## config.mk

```make
export PLATFORM = sky130hd
export DESIGN_NAME = iso_tx_flush_ctrl
export DESIGN_NICKNAME = d
export VERILOG_FILES = /design/src/rtl/iso_tx_pkg.sv /design/src/rtl/iso_bank_fsm.sv /design/src/rtl/iso_frame_mon.sv /design/src/rtl/iso_tx_flush_ctrl.sv
export SDC_FILE = /design/constraint.sdc
export NUM_CORES = 1
export LEC_CHECK = 0
export BUFFER_PORTS_ARGS = -buffer_cell sky130_fd_sc_hd__buf_4
export CORE_ASPECT_RATIO = 1.2
export CORE_MARGIN = 2
export CORE_UTILIZATION = 50
export DETAILED_ROUTE_END_ITERATION = 10
export MAX_ROUTING_LAYER = met4
export PLACE_DENSITY_LB_ADDON = 0.3
export SLEW_MARGIN = 20
export SYNTH_ARGS = -nofsm -noshare
export SYNTH_HDL_FRONTEND = slang
export SYNTH_HIERARCHICAL = 1
export SYNTH_SLANG_ARGS = --single-unit
```

## constraint.sdc

```tcl
create_clock -name clk -period 2.3 [get_ports clk]
set_clock_uncertainty 0.2 [all_clocks]
set_input_delay 0.23 -clock clk [delete_from_list [all_inputs] [get_ports clk]]
set_output_delay 0.23 -clock clk [all_outputs]
set_load 0.005 [all_outputs]
```

## src/rtl/iso_tx_pkg.sv

```systemverilog
package iso_tx_pkg;

    localparam int NBANK = 2;

    typedef enum logic [1:0] {
        BK_EMPTY   = 2'd0,
        BK_WRITING = 2'd1,
        BK_LOADED  = 2'd2,
        BK_TXEN    = 2'd3
    } bank_st_e;

    typedef enum logic [1:0] {
        MON_OFF  = 2'd0,
        MON_WAIT = 2'd1,
        MON_ON   = 2'd2
    } mon_st_e;

endpackage

```

## src/rtl/iso_bank_fsm.sv

```systemverilog
module iso_bank_fsm
    import iso_tx_pkg::*;
(
    input  logic     clk,
    input  logic     rst_n,
    input  logic     clr_i,
    input  logic     begin_wr_i,
    input  logic     end_wr_i,
    input  logic     promote_i,
    input  logic     retire_i,
    output bank_st_e st_o
);

    bank_st_e st_q, st_d;

    always_ff @(posedge clk or negedge rst_n) begin
        if (!rst_n) st_q <= BK_EMPTY;
        else        st_q <= st_d;
    end

    always_comb begin
        st_d = st_q;
        if (clr_i) begin
            st_d = BK_EMPTY;
        end else begin
            unique case (st_q)
                BK_EMPTY:   if (begin_wr_i) st_d = BK_WRITING;
                BK_WRITING: if (end_wr_i)   st_d = BK_LOADED;
                BK_LOADED:  if (promote_i)  st_d = BK_TXEN;
                BK_TXEN:    if (retire_i)   st_d = BK_EMPTY;
            endcase
        end
    end

    assign st_o = st_q;


    empty_hold_chk: assert property (@(posedge clk) disable iff (!rst_n)
        (st_q == BK_EMPTY && !begin_wr_i) |=> st_q == BK_EMPTY);


    txen_entry_chk: assert property (@(posedge clk) disable iff (!rst_n)
        (st_q == BK_TXEN && $past(st_q) != BK_TXEN) |-> $past(st_q) == BK_LOADED);


    txen_retire_chk: assert property (@(posedge clk) disable iff (!rst_n)
        (st_q == BK_TXEN && retire_i) |=> st_q == BK_EMPTY);

endmodule

```

## src/rtl/iso_frame_mon.sv

```systemverilog
module iso_frame_mon
    import iso_tx_pkg::*;
#(
    parameter int IVW = 2
) (
    input  logic           clk,
    input  logic           rst_n,
    input  logic           pipe_en_i,
    input  logic [IVW-1:0] intv_i,
    input  logic           sof_i,
    input  logic           in_tok_i,
    input  logic           norm_txn_i,
    input  logic           txen_i,
    output logic           flush_req_o,
    output logic           armed_o
);

    localparam int CW = (1 << IVW) - 1;

    mon_st_e        mon_q, mon_d;
    logic [CW-1:0]  cnt_q, cnt_d, cnt_nxt, per_mask;
    logic           tok_q, tok_d;

    assign per_mask = ~({CW{1'b1}} << intv_i);
    assign cnt_nxt  = (cnt_q + CW'(1)) & per_mask;

    always_ff @(posedge clk or negedge rst_n) begin
        if (!rst_n) begin
            mon_q <= MON_OFF;
            cnt_q <= '0;
            tok_q <= 1'b0;
        end else begin
            mon_q <= mon_d;
            cnt_q <= cnt_d;
            tok_q <= tok_d;
        end
    end

    always_comb begin
        mon_d = mon_q;
        cnt_d = cnt_q;
        tok_d = tok_q;
        if (!pipe_en_i) begin
            mon_d = MON_OFF;
            cnt_d = '0;
            tok_d = 1'b0;
        end else begin
            unique case (mon_q)
                MON_OFF: begin
                    mon_d = MON_WAIT;
                    cnt_d = '0;
                    tok_d = 1'b0;
                end
                MON_WAIT: begin
                    if (intv_i == '0) begin
                        if (sof_i) begin
                            mon_d = MON_ON;
                            cnt_d = '0;
                            tok_d = in_tok_i;
                        end
                    end else if (norm_txn_i) begin
                        mon_d = MON_ON;
                        cnt_d = '0;
                        tok_d = 1'b1;
                    end
                end
                MON_ON: begin
                    if (sof_i) begin
                        cnt_d = cnt_nxt;
                        tok_d = in_tok_i && (cnt_nxt == '0);
                    end else if (in_tok_i && cnt_q == '0) begin
                        tok_d = 1'b1;
                    end
                end
                default: mon_d = MON_OFF;
            endcase
        end
    end

    always_comb begin
        armed_o     = (mon_q == MON_ON);
        flush_req_o = armed_o && sof_i && (cnt_q == '0) && !tok_q && txen_i;
    end


    arm_zero_chk: assert property (@(posedge clk) disable iff (!rst_n)
        ($rose(armed_o) && $past(intv_i) == '0) |-> $past(sof_i));


    arm_nonzero_chk: assert property (@(posedge clk) disable iff (!rst_n)
        ($rose(armed_o) && $past(intv_i) != '0) |-> $past(norm_txn_i));

endmodule

```

## src/rtl/iso_tx_flush_ctrl.sv

```systemverilog
module iso_tx_flush_ctrl
    import iso_tx_pkg::*;
#(
    parameter int IVW = 2
) (
    input  logic             clk,
    input  logic             rst_n,
    input  logic             pipe_en_i,
    input  logic [IVW-1:0]   intv_i,
    input  logic             sof_i,
    input  logic             in_tok_i,
    input  logic             wr_start_i,
    input  logic             wr_done_i,
    input  logic             tx_done_i,
    output logic             resp_data_o,
    output logic             resp_zlp_o,
    output logic             flush_o,
    output logic             wr_ptr_o,
    output logic             tx_ptr_o,
    output logic [2*NBANK-1:0] bank_st_o
);

    bank_st_e st [NBANK];
    logic wr_ptr_q, wr_ptr_d, tx_ptr_q, tx_ptr_d, flush_q;
    logic txen_cur, flush_req, norm_txn, retire, wr_adv, armed;

    assign txen_cur = (st[tx_ptr_q] == BK_TXEN);
    assign norm_txn = tx_done_i && txen_cur && !flush_req;
    assign retire   = flush_req || norm_txn;
    assign wr_adv   = wr_done_i && (st[wr_ptr_q] == BK_WRITING);
    assign tx_ptr_d = pipe_en_i ? (tx_ptr_q ^ retire) : 1'b0;
    assign wr_ptr_d = pipe_en_i ? (wr_ptr_q ^ wr_adv) : 1'b0;

    iso_frame_mon #(.IVW(IVW)) u_mon (
        .clk        (clk),
        .rst_n      (rst_n),
        .pipe_en_i  (pipe_en_i),
        .intv_i     (intv_i),
        .sof_i      (sof_i),
        .in_tok_i   (in_tok_i),
        .norm_txn_i (norm_txn),
        .txen_i     (txen_cur),
        .flush_req_o(flush_req),
        .armed_o    (armed)
    );

    for (genvar g = 0; g < NBANK; g++) begin : g_bank
        iso_bank_fsm u_bank (
            .clk       (clk),
            .rst_n     (rst_n),
            .clr_i     (!pipe_en_i),
            .begin_wr_i(wr_start_i && (wr_ptr_q == 1'(g))),
            .end_wr_i  (wr_done_i && (wr_ptr_q == 1'(g))),
            .promote_i (tx_ptr_d == 1'(g)),
            .retire_i  (retire && (tx_ptr_q == 1'(g))),
            .st_o      (st[g])
        );
        assign bank_st_o[2*g +: 2] = st[g];
    end

    always_ff @(posedge clk or negedge rst_n) begin
        if (!rst_n) begin
            wr_ptr_q <= 1'b0;
            tx_ptr_q <= 1'b0;
            flush_q  <= 1'b0;
        end else begin
            wr_ptr_q <= wr_ptr_d;
            tx_ptr_q <= tx_ptr_d;
            flush_q  <= pipe_en_i && flush_req;
        end
    end

    always_comb begin
        resp_data_o = in_tok_i && txen_cur;
        resp_zlp_o  = in_tok_i && !txen_cur;
        flush_o     = flush_q;
        wr_ptr_o    = wr_ptr_q;
        tx_ptr_o    = tx_ptr_q;
    end


    one_txen_chk: assert property (@(posedge clk) disable iff (!rst_n)
        !(st[0] == BK_TXEN && st[1] == BK_TXEN));


    resp_onehot_chk: assert property (@(posedge clk) disable iff (!rst_n)
        in_tok_i |-> (resp_data_o != resp_zlp_o));


    flush_ptr_chk: assert property (@(posedge clk) disable iff (!rst_n)
        flush_o |-> (tx_ptr_q != $past(tx_ptr_q)));


    swap_promote_chk: assert property (@(posedge clk) disable iff (!rst_n)
        (flush_o && $past(st[~tx_ptr_q] == BK_LOADED)) |-> st[tx_ptr_q] == BK_TXEN);


    pipe_clear_chk: assert property (@(posedge clk) disable iff (!rst_n)
        !pipe_en_i |=> (bank_st_o == '0 && !flush_o && !tx_ptr_o && !wr_ptr_o));

endmodule

```

# == Word level (Yosys, flattened, before mapping) ==
# Index checks and enable logic that the tools add are counted.
# word_totals
ff_bits,13
in_bits,10
out_inout_bits,9
word_cells,115
# classes
addsub,1
magnitude_cmp,2
n_eq_ne,24
shift,1
n_mux,38
bitwise,8
n_reduce_logical,33
# op_table
operator,count
$mux W2,20
$logic_and A1 B1 Y1,18
$ne A3 B2 Y1 const B,6
$pmux W2 S4,2
$reduce_and A4 Y1,4
$mux W3,5
$eq A2 B2 Y1 const B,6
$ne A3 B3 Y1 const B,3
$pmux W3 S3,1
$eq A2 B1 Y1 const B,4
$logic_not A2 Y1,4
$mux W1,8
$ne A4 B3 Y1 const B,2
$logic_not A3 Y1,2
$pmux W2 S3,1
$ge A2 B2 Y1 const B,2
$ne A4 B1 Y1 const B,1
$ne A4 B4 Y1 const B,1
$not A1 Y2,2
$add A3 B1 Y3 const B,1
$and A3 B3 Y3,1
$logic_not A1 Y1,3
$not A3 Y3,1
$pmux W1 S3,1
6 further kinds,8

# == Depth between registers and ports, before layout ==
# Gate-level depths: netlist of the first run.
# logic_depth
ltp_word,14
ltp_mapped,11
ltp_nobuf,11

# == By module ==
# Netlist of the first run, hierarchy kept.
# by_module_without_submodules
mod,instances,cells_each,area_each_um2,seq_area_each_um2
iso_frame_mon,1,56,524.3,150.1
iso_bank_fsm,2,19,211.5,50.0
iso_tx_flush_ctrl,1,26,234.0,75.1

# == Least setup slack after synthesis of the first run ==
# Ideal clock, no wire load.
# synth_timing
path_type,reg-to-reg
from,"register tx_ptr_q, in the netlist tx_ptr_o"
to,register g_bank[1].u_bank.st_q[0]
setup_time_ns,0.079
arrival_ns,2.148
slack_ns,-0.127
stages_incl_launch_ff,12
path_buffers,0
synth_period_minus_slack_ns,2.427
cell_sequence,dfrtp_1 nand3b_1 nand2_1 nor4bb_1 and3_1 nand3b_1 ha_1 nand2b_1 inv_1 nor2b_1 a2111oi_4 mux2i_1
# synth_via
elab_chain_len,13
elab_cells_between_ends,16
# synth_rtl
element,line,text
start: declaration,iso_tx_flush_ctrl.sv:24,"logic wr_ptr_q, wr_ptr_d, tx_ptr_q, tx_ptr_d, flush_q;"
start signal: assignment,iso_tx_flush_ctrl.sv:68,tx_ptr_q <= tx_ptr_d;
$not A1 Y2 (not written as such) *,iso_tx_flush_ctrl.sv:27,assign txen_cur = (st[tx_ptr_q] == BK_TXEN);
$mux W2 (not written as such) * (3 in a row),iso_tx_flush_ctrl.sv:27,
$eq A2 B2 Y1 *,iso_tx_flush_ctrl.sv:27,
net txen_cur,iso_tx_flush_ctrl.sv:25,"logic txen_cur, flush_req, norm_txn, retire, wr_adv, armed;"
$logic_and A1 B1 Y1 *,iso_frame_mon.sv:82,flush_req_o = armed_o && sof_i && (cnt_q == '0) && !tok_q && txen_i;
net flush_req,iso_tx_flush_ctrl.sv:25,
$logic_not A1 Y1,iso_tx_flush_ctrl.sv:28,assign norm_txn = tx_done_i && txen_cur && !flush_req;
$logic_and A1 B1 Y1,iso_tx_flush_ctrl.sv:28,
$logic_or A1 B1 Y1 *,iso_tx_flush_ctrl.sv:29,assign retire = flush_req || norm_txn;
$xor A1 B1 Y1 *,iso_tx_flush_ctrl.sv:31,assign tx_ptr_d = pipe_en_i ? (tx_ptr_q ^ retire) : 1'b0;
$mux W1 *,iso_tx_flush_ctrl.sv:31,
net tx_ptr_d,iso_tx_flush_ctrl.sv:24,
$ne A3 B3 Y1 (no line) *,--,
$reduce_and A4 Y1 (no line) *,--,
end signal: assignment,iso_bank_fsm.sv:18,else st_q <= st_d;
end: declaration,iso_bank_fsm.sv:14,"bank_st_e st_q, st_d;"
# The timed path passes the listed nets; every way through them passes the cells marked *. The select of a mux whose other input is x is not followed.
# A chain may end at the register's enable or synchronous reset.

# == Final worst setup path of the first run ==
# layout_timing
from,register u_mon.cnt_q[0]
to,register u_mon.cnt_q[2]
# layout_via
elab_chain_len,8
elab_cells_between_ends,13
# layout_rtl
element,line,text
start: declaration,iso_frame_mon.sv:21,"logic [CW-1:0] cnt_q, cnt_d, cnt_nxt, per_mask;"
start signal: assignment,iso_frame_mon.sv:34,cnt_q <= cnt_d;
$logic_not A3 Y1,iso_frame_mon.sv:82,
$logic_and A1 B1 Y1 (3 in a row),iso_frame_mon.sv:82,
net flush_req,iso_tx_flush_ctrl.sv:25,
$logic_not A1 Y1,iso_tx_flush_ctrl.sv:28,
$logic_and A1 B1 Y1,iso_tx_flush_ctrl.sv:28,
net norm_txn,iso_tx_flush_ctrl.sv:25,
$ne A4 B3 Y1 (no line),--,
$reduce_and A4 Y1 (no line),--,
# The timed path passes the listed nets, and every way through them passes these cells. The select of a mux whose other input is x is not followed.

==> results of run 1 <==
[state kept, by name, summed over array words and instances, names as in the netlist]
| signal | flops |
|---|---|
| tx_ptr_o | 1 |
| u_mon/mon_q | 2 |
| u_mon/tok_q | 1 |
| flush_o | 1 |
| u_mon/cnt_q | 3 |
| wr_ptr_o | 1 |
| g_bank.u_bank/st_o | 4 |
[cells by family after synthesis]
family / count (synthesis)
AND/OR/NAND/NOR: 46
AO/OA/AOI/OAI: 22
multiplexers: 7
XOR/XNOR: 1
adder cells (fa/ha/maj): 16
buffers and inverters: 15
flip-flops: 13
[stage by stage]
stage | setup WS (ps) | hold slack, ps | utilization [%]
after floorplan | -96.8 | -266 | -
after global placement | -95.4 | -113 | 66.1
after detailed placement | -225 | -114 | 66.1
after CTS | -201 | 74.7 | 69.3
after global routing | -350 | 84.4 | 71.9
final | -297 | 87.5 | 71.9
[critical path, cell delays in order, from the launching register on]
cell	delay, ps
dfrtp_1	350
inv_1	50
ha_2	180
nor4bb_2	160
and3_1	190
buf_4	140
a21oi_2	110
nand2b_4	160
o21ai_4	90
buf_4	160
o311ai_0	470
o21ai_1	190
[power groups by stage]
stage | Sequential, mW | Clock (mW) | Combinational, mW
2_1_floorplan | 0.353 | 0 | 0.469
3_3_place_gp | 0.320 | 0 | 0.775
3_5_place_dp | 0.320 | 0 | 0.805
4_1_cts | 0.316 | 0.146 | 0.830
5_1_grt | 0.323 | 0.157 | 1.00
6_report | 0.317 | 0.140 | 0.916
[final timing paths]
check | end | slack [ps] | depth (start not counted)
setup reg to reg | u_mon/cnt_q[2]$_DFFE_PN0P_ | -300 | 11
hold reg to reg | u_mon/mon_q[1]$_DFFE_PN0P_ | 390 | 2
setup / recovery | u_mon/cnt_q[2]$_DFFE_PN0P_ | -300 | 11
hold / removal | wr_ptr_o$_DFF_PN0_ | 90 | 2
max in group asynchronous | u_mon/cnt_q[0]$_DFFE_PN0P_ | 1600 | 2
min in group asynchronous | u_mon/mon_q[1]$_DFFE_PN0P_ | 130 | 2
[synthesized netlist by cell type, types with 3 or more instances]
cell type and instances:
and2_1 3, nand2b_1 10, inv_1 15, nor3_1 3, ha_1 16, nor2b_1 8
nand2_1 5, dfrtp_1 13, a21oi_1 3, mux2i_1 5
[routing by layer]
metal | GRT usage [%] | wire (µm)
met3 | 2.36 | 143
met2 | 38.7 | 1530
met1 | 22.9 | 1150
met5 | - | 0
met4 | 7.76 | 55
[area by class of cell]
cell class | count | area, µm² | share of cell area (%)
Multi-Input combinational cell | 92 | 855 | 52.7
Sequential cell | 13 | 325 | 20.0
Timing Repair Buffer | 42 | 322 | 19.8
Inverter | 15 | 56.3 | 3.47
Tap cell | 31 | 38.8 | 2.39
Clock buffer | 4 | 26.3 | 1.62
[timing repair]
| action | 4_1_cts | 5_1_grt |
|---|---|---|
| resized for setup | 2 | 8 |
| hold buffers | 1 | 0 |
| endpoints found under the hold margin | 13 | 0 |
| pin swaps | 1 | 7 |
| setup buffers | 3 | 4 |
| endpoints found under the setup margin | 7 | 9 |
==> impl_metrics.json, run 1 <==
{
  "layout_setup_ws_ps": -297,
  "grt_start_max_net_pins": 14,
  "diodes": 0,
  "drt-pass1-iter-count": 4,
  "syn2layout_area_growth_pct": 37.4,
  "place_area_mm2": 0.00149,
  "rows": 19,
  "synth_top_area_cell": "dfrtp_1",
  "yosysSeqAreaShare_pct": 27.5,
  "antenna_found_initial": 0,
  "hp-class": "in -> reg",
  "power_mw": 1.37,
  "ys_types": 36,
  "drc_errors": 0,
  "setup.worst_path.start_class": "flip-flop",
  "synthArstFlopShare_pct": 100,
  "setup_violations": 9,
  "synth_edf_count": 0,
  "synth_area_leaders": "dfrtp_1, ha_1, nand2b_1",
  "synth_xor_area_share_pct": 0.742,
  "globalplace.congestion": 0.901,
  "overflow": 0,
  "crit_fanout": 5,
  "h-tree-depth": 1,
  "syn_area_mm2": 0.00118,
  "cts.sinks": 13,
  "clockBufferDepth": 2,
  "timing.rr.start": "u_mon/cnt_q[0]$_DFFE_PN0P_",
  "clock_latency_ps": 270,
  "ir_worst_vdd_mv": 0.683,
  "crit_start": "u_mon/cnt_q[0]$_DFFE_PN0P_",
  "synth_compound_area_share_pct": 18.3,
  "initial_core_util_pct": 52.3,
  "setup_tns_ps": -1300,
  "n_fill_cell": 175,
  "power_frac_seq_pct": 23.1,
  "switching_share_pct": 39.7,
  "syn_avg_cell_area_um2": 9.84,
  "muxShareOfSynthArea_pct": 6.14,
  "clockRootBuffer": "clkbuf_4",
  "synth-simple-area-share_pct": 25.5,
  "fin_crit_ps": 2600,
  "dpl.cell_count": 186,
  "cts_tree": "built",
  "switchingPower_uw": 546,
  "drt_iter0_markers": 18,
  "report.final.slew_viol_count": 0,
  "die_y_um": 57.2,
  "grt_pass1_wl_um": 4420,
  "io_pins": 19,
  "yosysTopAreaCellShare_pct": 27.5,
  "ant_nets": 0,
  "rsz0062_at_grt": "true",
  "grt_pass1_vias": 1048,
  "cell_internal_pwr_uw": 828,
  "wl_per_cell_um": 14.6,
  "drv_cap": 0,
  "cts_made_buffers": 3,
  "final_area_mm2": 0.00162,
  "die_area_mm2": 0.00277,
  "crit_type": "reg -> reg",
  "synth_top_family_by_area": "simple AND/OR/NAND/NOR gates",
  "worstPathArrival_ps": 2510,
  "fin_cells": 197,
  "max_freq_ghz": 0.385,
  "pwr_density_cell_mw_per_mm2": 846,
  "gr-usage-all-layers_pct": 20.8,
  "pwr-share-comb_pct": 66.7,
  "min-delay-start": "pipe_en_i",
  "status": "complete, but fails checks",
  "portBuffers": 18,
  "vias_per_cell": 5.44,
  "syn_nets": 146,
  "coreArea_mm2": 0.00226,
  "p_clk_share_pct": 10.2,
  "fin_crit_sh_pct": 113,
  "worstMarginPinSlew_ps": 488,
  "layout_common_cells": "buf_4, ha_1, inv_1",
  "violations": "negative setup slack",
  "die_width_um": 48.4,
  "relSlewSlack_pct": 67.1,
  "hold_viol_final": 0,
  "synthCells": 120,
  "wl_um": 2870,
  "vias": 1071,
  "num-nets-final": 193,
  "cp-end-kind": "flip-flop",
  "layout-drive-gt1-share_pct": 37.3,
  "final_common_cell": "buf_4",
  "dp_hpwl_um": 2160,
  "path_clk_slew_ps": 80,
  "worstPathRequired_ps": 2220,
  "yosys_register_bits": 13,
  "synthAdderAreaFrac_pct": 16.9,
  "synth_warnings": 6,
  "leakagePower_nw": 0.812,
  "synth_ff_type": "dfrtp_1"
}
Note: power is estimated with default switching activity, not from simulation.
==> run 2: changes to the inputs <==
==> constraint.sdc (replaced) <==
create_clock -name clk -period 2.3 [get_ports clk]
set_clock_uncertainty 0.2 [all_clocks]
set_input_delay 0.575 -clock clk [delete_from_list [all_inputs] [get_ports clk]]
set_output_delay 0.575 -clock clk [all_outputs]
set_load 0.005 [all_outputs]
==> impl_metrics.json, run 2 (synthesis gave the netlist of run 1 again) <==
{
  "status": "complete, but fails checks",
  "violations": "negative setup slack",
  "clockBufferDepth": 2,
  "layout_common_cells": "buf_4, ha_1, inv_1",
  "report.final.slew_viol_count": 0,
  "rsz0062_at_grt": "true",
  "cts_made_buffers": 3,
  "diodes": 0,
  "largest_register_ffs": 4,
  "setup.worst_path.start_class": "flip-flop",
  "relSlewSlack_pct": 70.8,
  "slowest_stage": "dfrtp_1",
  "fin_crit_sh_pct": 107,
  "ir_worst_vdd_mv": 0.602,
  "wl_per_cell_um": 13.8,
  "worst-path-buf-inv": 1,
  "crit_type": "reg -> reg",
  "coreArea_mm2": 0.00226,
  "path_cells": "nand3b_1 > nand2_1 > nor4bb_2 > and3_1 > nand3b_1 > ha_1 > nand2b_4 > inv_2 > nor2b_2 > a2111oi_4 > mux2i_1",
  "clock_latency_ps": 290,
  "gr-usage-all-layers_pct": 23.3,
  "utilization_pct": 71.1,
  "p_clk_share_pct": 11.1,
  "critical_path.max_stage_delay_ps": 400,
  "die_width_um": 48.4,
  "switching_share_pct": 40.0,
  "switchingPower_uw": 534,
  "grt_pass1_wl_um": 4910,
  "cpMostUsedCell": "nand3b_1",
  "syn2layout_area_growth_pct": 36.0,
  "hold_viol_final": 0,
  "die_y_um": 57.2,
  "cts_tree": "built",
  "hp-class": "reg -> reg",
  "drc_errors": 0,
  "n_fill_cell": 172,
  "setup_violations": 7,
  "hold_ws_ps": 397,
  "cell_internal_pwr_uw": 800,
  "drt_iter0_markers": 18,
  "layout_setup_ws_ps": -166,
  "wl_um": 2710,
  "worstPathRequired_ps": 2310,
  "die_area_mm2": 0.00277,
  "rows": 19,
  "register_area_um2": 325,
  "crit_fanout": 3,
  "grt_start_max_net_pins": 14,
  "globalplace.congestion": 0.900,
  "cp-end-kind": "flip-flop",
  "fin_crit_ps": 2470,
  "vias": 1052,
  "max_freq_ghz": 0.405,
  "num-nets-final": 192,
  "dp_hpwl_um": 2150,
  "io_pins": 19,
  "power_frac_seq_pct": 23.7,
  "path_clk_slew_ps": 80,
  "h-tree-depth": 1,
  "leakagePower_nw": 0.806,
  "drt-pass1-iter-count": 4,
  "multi_input_comb_area_um2": 846,
  "clockRootBuffer": "clkbuf_4",
  "cts.sinks": 13,
  "vias_per_cell": 5.37,
  "ant_nets": 0,
  "layout-drive-gt1-share_pct": 35.8,
  "grt_pass1_vias": 1106,
  "drv_cap": 0,
  "overflow": 0,
  "crit_family": "simple AND/OR/NAND/NOR gates",
  "antenna_found_initial": 0,
  "pwr-share-comb_pct": 65.2,
  "initial_core_util_pct": 52.3,
  "worstPathArrival_ps": 2480,
  "worstMarginPinSlew_ps": 438,
  "final_common_cell": "buf_4",
  "pwr_density_cell_mw_per_mm2": 831,
  "portBuffers": 18
}
==> run 2: per-layer routing <==
metal  routed length, µm  part of all wire [%]  up-vias  track usage, %
li1                    -                     -      509               -
met1                1070                    40      507            24.7
met2                1420                    52       27            41.7
met3                 123                   4.5        9            4.19
met4                  98                   3.6        0            11.8
met5                   0                     0        -               -
==> run 2: final timing paths <==
kind,from,to,slack [ps],cells past startpoint
min in group asynchronous,rst_n,u_mon/tok_q$_DFFE_PN0P_,450,2
worst min-delay path,u_mon/mon_q[1]$_DFFE_PN0P_,u_mon/mon_q[1]$_DFFE_PN0P_,400,2
worst max-delay path,tx_ptr_o$_DFF_PN0_,g_bank[1].u_bank/st_o[1]$_DFFE_PN0P_,-170,11
worst max register to register,tx_ptr_o$_DFF_PN0_,g_bank[1].u_bank/st_o[1]$_DFFE_PN0P_,-170,11
worst min register to register,u_mon/mon_q[1]$_DFFE_PN0P_,u_mon/mon_q[1]$_DFFE_PN0P_,400,2
max in group asynchronous,rst_n,tx_ptr_o$_DFF_PN0_,1290,2
==> run 2: stage by stage <==
step | worst slack (ps) | power, mW | setup TNS [ps] | instance area (µm²) | instances
2_1_floorplan | -96.8 | 0.822 | -204 | 1190 | 120
3_3_place_gp | -90.8 | 1.10 | -248 | 1500 | 187
3_5_place_dp | -212 | 1.13 | -776 | 1500 | 187
4_1_cts | -179 | 1.30 | -878 | 1570 | 195
5_1_grt | -335 | 1.44 | -1710 | 1610 | 196
6_report | -166 | 1.33 | -757 | 1610 | 196
==> run 2: cell type report <==
type / count / share of cell area (%)
clock buffers: 4 / 1.64
repair buffers: 41 / 19.5
multi-input cells: 92 / 52.6
inverters: 15 / 3.50
flip-flops and latches: 13 / 20.2
well taps: 31 / 2.41
==> run 2: worst min-delay path: cells and delay by family, from the launching register on <==
kind | cells | cell delay [ps]
simple gates | 1 | 100
mux | 1 | 80
flops | 1 | 380
==> run 2: power by group through the flow <==
stage	Sequential [mW]	Combinational, mW	Clock [mW]
after floorplan	0.353	0.469	0
after global placement	0.320	0.776	0
after detailed placement	0.321	0.808	0
after CTS	0.316	0.833	0.152
after global routing	0.324	0.956	0.161
final	0.316	0.870	0.149
==> run 2: what timing repair did <==
item	4_1_cts	5_1_grt
endpoints found under the setup margin	6	10
resized for setup	1	7
gates cloned	0	0
pin swaps	1	3
endpoints found under the hold margin	13	0
hold buffers	1	0
buffers inserted	3	2
==> run 3: changes to the inputs <==
- CORE_UTILIZATION: 50 -> 52
- CTS_BUF_LIST: default -> sky130_fd_sc_hd__clkbuf_2 sky130_fd_sc_hd__clkbuf_4 sky130_fd_sc_hd__clkbuf_8
==> impl_metrics.json, run 3 (synthesis gave the netlist of run 1 again) <==
{
  "status": "complete, but fails checks",
  "violations": "negative setup slack",
  "drv_cap": 0,
  "grt_start_max_net_pins": 14,
  "setup_tns_ps": -948,
  "clockBufferDepth": 2,
  "syn2layout_area_growth_pct": 33.8,
  "p_clk_share_pct": 12.1,
  "fin_crit_ps": 2480,
  "ant_nets": 0,
  "pwr-share-comb_pct": 63.4,
  "vias_per_cell": 5.47,
  "die_y_um": 56.2,
  "fin_crit_sh_pct": 108,
  "worst-path-buf-inv": 1,
  "slowest_stage": "dfrtp_1",
  "cell_internal_pwr_uw": 781,
  "drt_iter0_markers": 41,
  "rsz0062_at_grt": "true",
  "vias": 1056,
  "layout_common_cells": "buf_4, ha_1, inv_1",
  "grt_pass1_vias": 1106,
  "cp-end-kind": "flip-flop",
  "overflow": 0,
  "cpMostUsedCell": "nand3b_1",
  "worstPathArrival_ps": 2480,
  "drt-pass1-iter-count": 4,
  "switching_share_pct": 39.5,
  "gr-usage-all-layers_pct": 22.7,
  "die_width_um": 47.5,
  "n_fill_cell": 151,
  "coreArea_mm2": 0.00209,
  "leakagePower_nw": 0.789,
  "switchingPower_uw": 511,
  "cts.sinks": 13,
  "wl_per_cell_um": 13.6,
  "diodes": 0,
  "final_common_cell": "buf_4",
  "max_freq_ghz": 0.402,
  "path_clk_slew_ps": 90,
  "register_area_um2": 325,
  "num-nets-final": 190,
  "reg2regPathDepth": 11,
  "r2r-end": "g_bank[1].u_bank/st_o[0]$_DFFE_PN0P_",
  "worstMarginPinSlew_ps": 342,
  "io_pins": 19,
  "hp-class": "reg -> reg",
  "h-tree-depth": 1,
  "grt_pass1_wl_um": 4460,
  "layout-drive-gt1-share_pct": 33.7,
  "worstPathRequired_ps": 2300,
  "drc_errors": 0,
  "power_frac_seq_pct": 24.4,
  "initial_core_util_pct": 56.4,
  "largest_register_ffs": 4,
  "dpl_worst_slack_ps": -258,
  "wl_um": 2630,
  "ir_worst_vdd_mv": 0.613,
  "die_area_mm2": 0.00267,
  "cts_made_buffers": 3,
  "clockRootBuffer": "clkbuf_4",
  "pwr_density_cell_mw_per_mm2": 818,
  "crit_family": "simple AND/OR/NAND/NOR gates",
  "portBuffers": 18,
  "min_path_cells": 2,
  "critical_path.max_stage_delay_ps": 410,
  "hold_end": "u_mon/cnt_q[1]$_DFFE_PN0P_",
  "dp_hpwl_um": 2140,
  "multi_input_comb_area_um2": 836,
  "min-delay-start": "u_mon/cnt_q[1]$_DFFE_PN0P_",
  "crit_fanout": 3,
  "hold_viol_final": 0,
  "globalplace.congestion": 0.795,
  "antenna_found_initial": 0,
  "relSlewSlack_pct": 77.2,
  "crit_type": "reg -> reg",
  "setup.worst_path.start_class": "flip-flop",
  "clock_latency_ps": 270,
  "rrSetupSlack_ps": -180,
  "path_cells": "nand3b_1 > nand2_1 > nor4bb_2 > and3_1 > nand3b_1 > ha_1 > nand2b_4 > inv_2 > nor2b_2 > a2111oi_4 > mux2i_1",
  "report.final.slew_viol_count": 0,
  "rows": 18,
  "cts_tree": "built",
  "timing.rr.start": "tx_ptr_o$_DFF_PN0_",
  "setup_violations": 8,
  "layout_setup_ws_ps": -185
}
run 3: changes by cell type in the layout (fill, tap and decap cells not counted), sizes merged:
| cell | before | now |
|---|---|---|
| buf | 40 | 38 |
run 3: worst max-delay path by stage:
| stage | startpoint | cells past startpoint | to |
|---|---|---|---|
| 6_report | tx_ptr_o$_DFF_PN0_ | 11 | g_bank[1].u_bank/st_o[0]$_DFFE_PN0P_ |
| 2_1_floorplan | tx_ptr_o$_DFF_PN0_ | 11 | g_bank[1].u_bank/st_o[0]$_DFFE_PN0P_ |
| 4_1_cts | tx_ptr_o$_DFF_PN0_ | 11 | g_bank[1].u_bank/st_o[0]$_DFFE_PN0P_ |
| 5_1_grt | tx_ptr_o$_DFF_PN0_ | 11 | g_bank[1].u_bank/st_o[1]$_DFFE_PN0P_ |
| 3_5_place_dp | tx_ptr_o$_DFF_PN0_ | 11 | g_bank[1].u_bank/st_o[0]$_DFFE_PN0P_ |
| 3_3_place_gp | tx_ptr_o$_DFF_PN0_ | 11 | g_bank[1].u_bank/st_o[1]$_DFFE_PN0P_ |
run 3: per-stage QoR:
stage	power [mW]	hold slack [ps]	instance area, µm²	std cells	utilization [%]
2_1_floorplan	0.822	79.4	1190	120	-
3_5_place_dp	1.11	234	1480	184	70.8
6_report	1.29	393	1580	193	75.4
4_1_cts	1.29	395	1570	194	74.9
5_1_grt	1.40	427	1580	193	75.4
3_3_place_gp	1.08	228	1480	184	70.8
run 3: timing repair:
| action | 4_1_cts | 5_1_grt |
|---|---|---|
| endpoints found under the hold margin | 13 | 0 |
| setup endpoints to repair | 7 | 9 |
| pin swaps | 5 | 5 |
| gates resized for setup | 1 | 3 |
| hold buffers | 1 | 0 |
| buffers inserted | 5 | 1 |
run 3: area by class of cell:
cell class / instances / share of cell area, %
inverter: 15 / 3.56
clock buffer: 4 / 1.90
multi-input combinational: 92 / 52.9
tap: 30 / 2.38
sequential: 13 / 20.6
timing repair buffer: 39 / 18.7
run 3: power groups by stage:
| stage | Clock [mW] | Sequential (mW) | Combinational [mW] |
|---|---|---|---|
| 2_1_floorplan | 0 | 0.353 | 0.469 |
| 3_3_place_gp | 0 | 0.319 | 0.760 |
| 3_5_place_dp | 0 | 0.321 | 0.794 |
| 4_1_cts | 0.158 | 0.316 | 0.820 |
| 5_1_grt | 0.167 | 0.323 | 0.907 |
| 6_report | 0.157 | 0.316 | 0.819 |
run 3: metal layers:
| metal | share of wire (%) | track usage (%) | wire length [µm] | up-vias |
|---|---|---|---|---|
| li1 | - | - | - | 510 |
| met3 | 3.8 | 2.27 | 99 | 2 |
| met2 | 54 | 39.4 | 1420 | 23 |
| met5 | 0 | - | 0 | - |
| met4 | 0.49 | 6.75 | 13 | 0 |
| met1 | 42 | 26.0 | 1100 | 521 |
run 3: worst reg2reg max path, delay by kind of cell (launching register included):
kind	cells	cell delay [ps]
AND/OR/NAND/NOR	7	980
flip-flops	1	410
AO/OA/AOI/OAI	1	270
adder cells (fa/ha/maj)	1	250
multiplexers	1	240
buffers and inverters	1	60
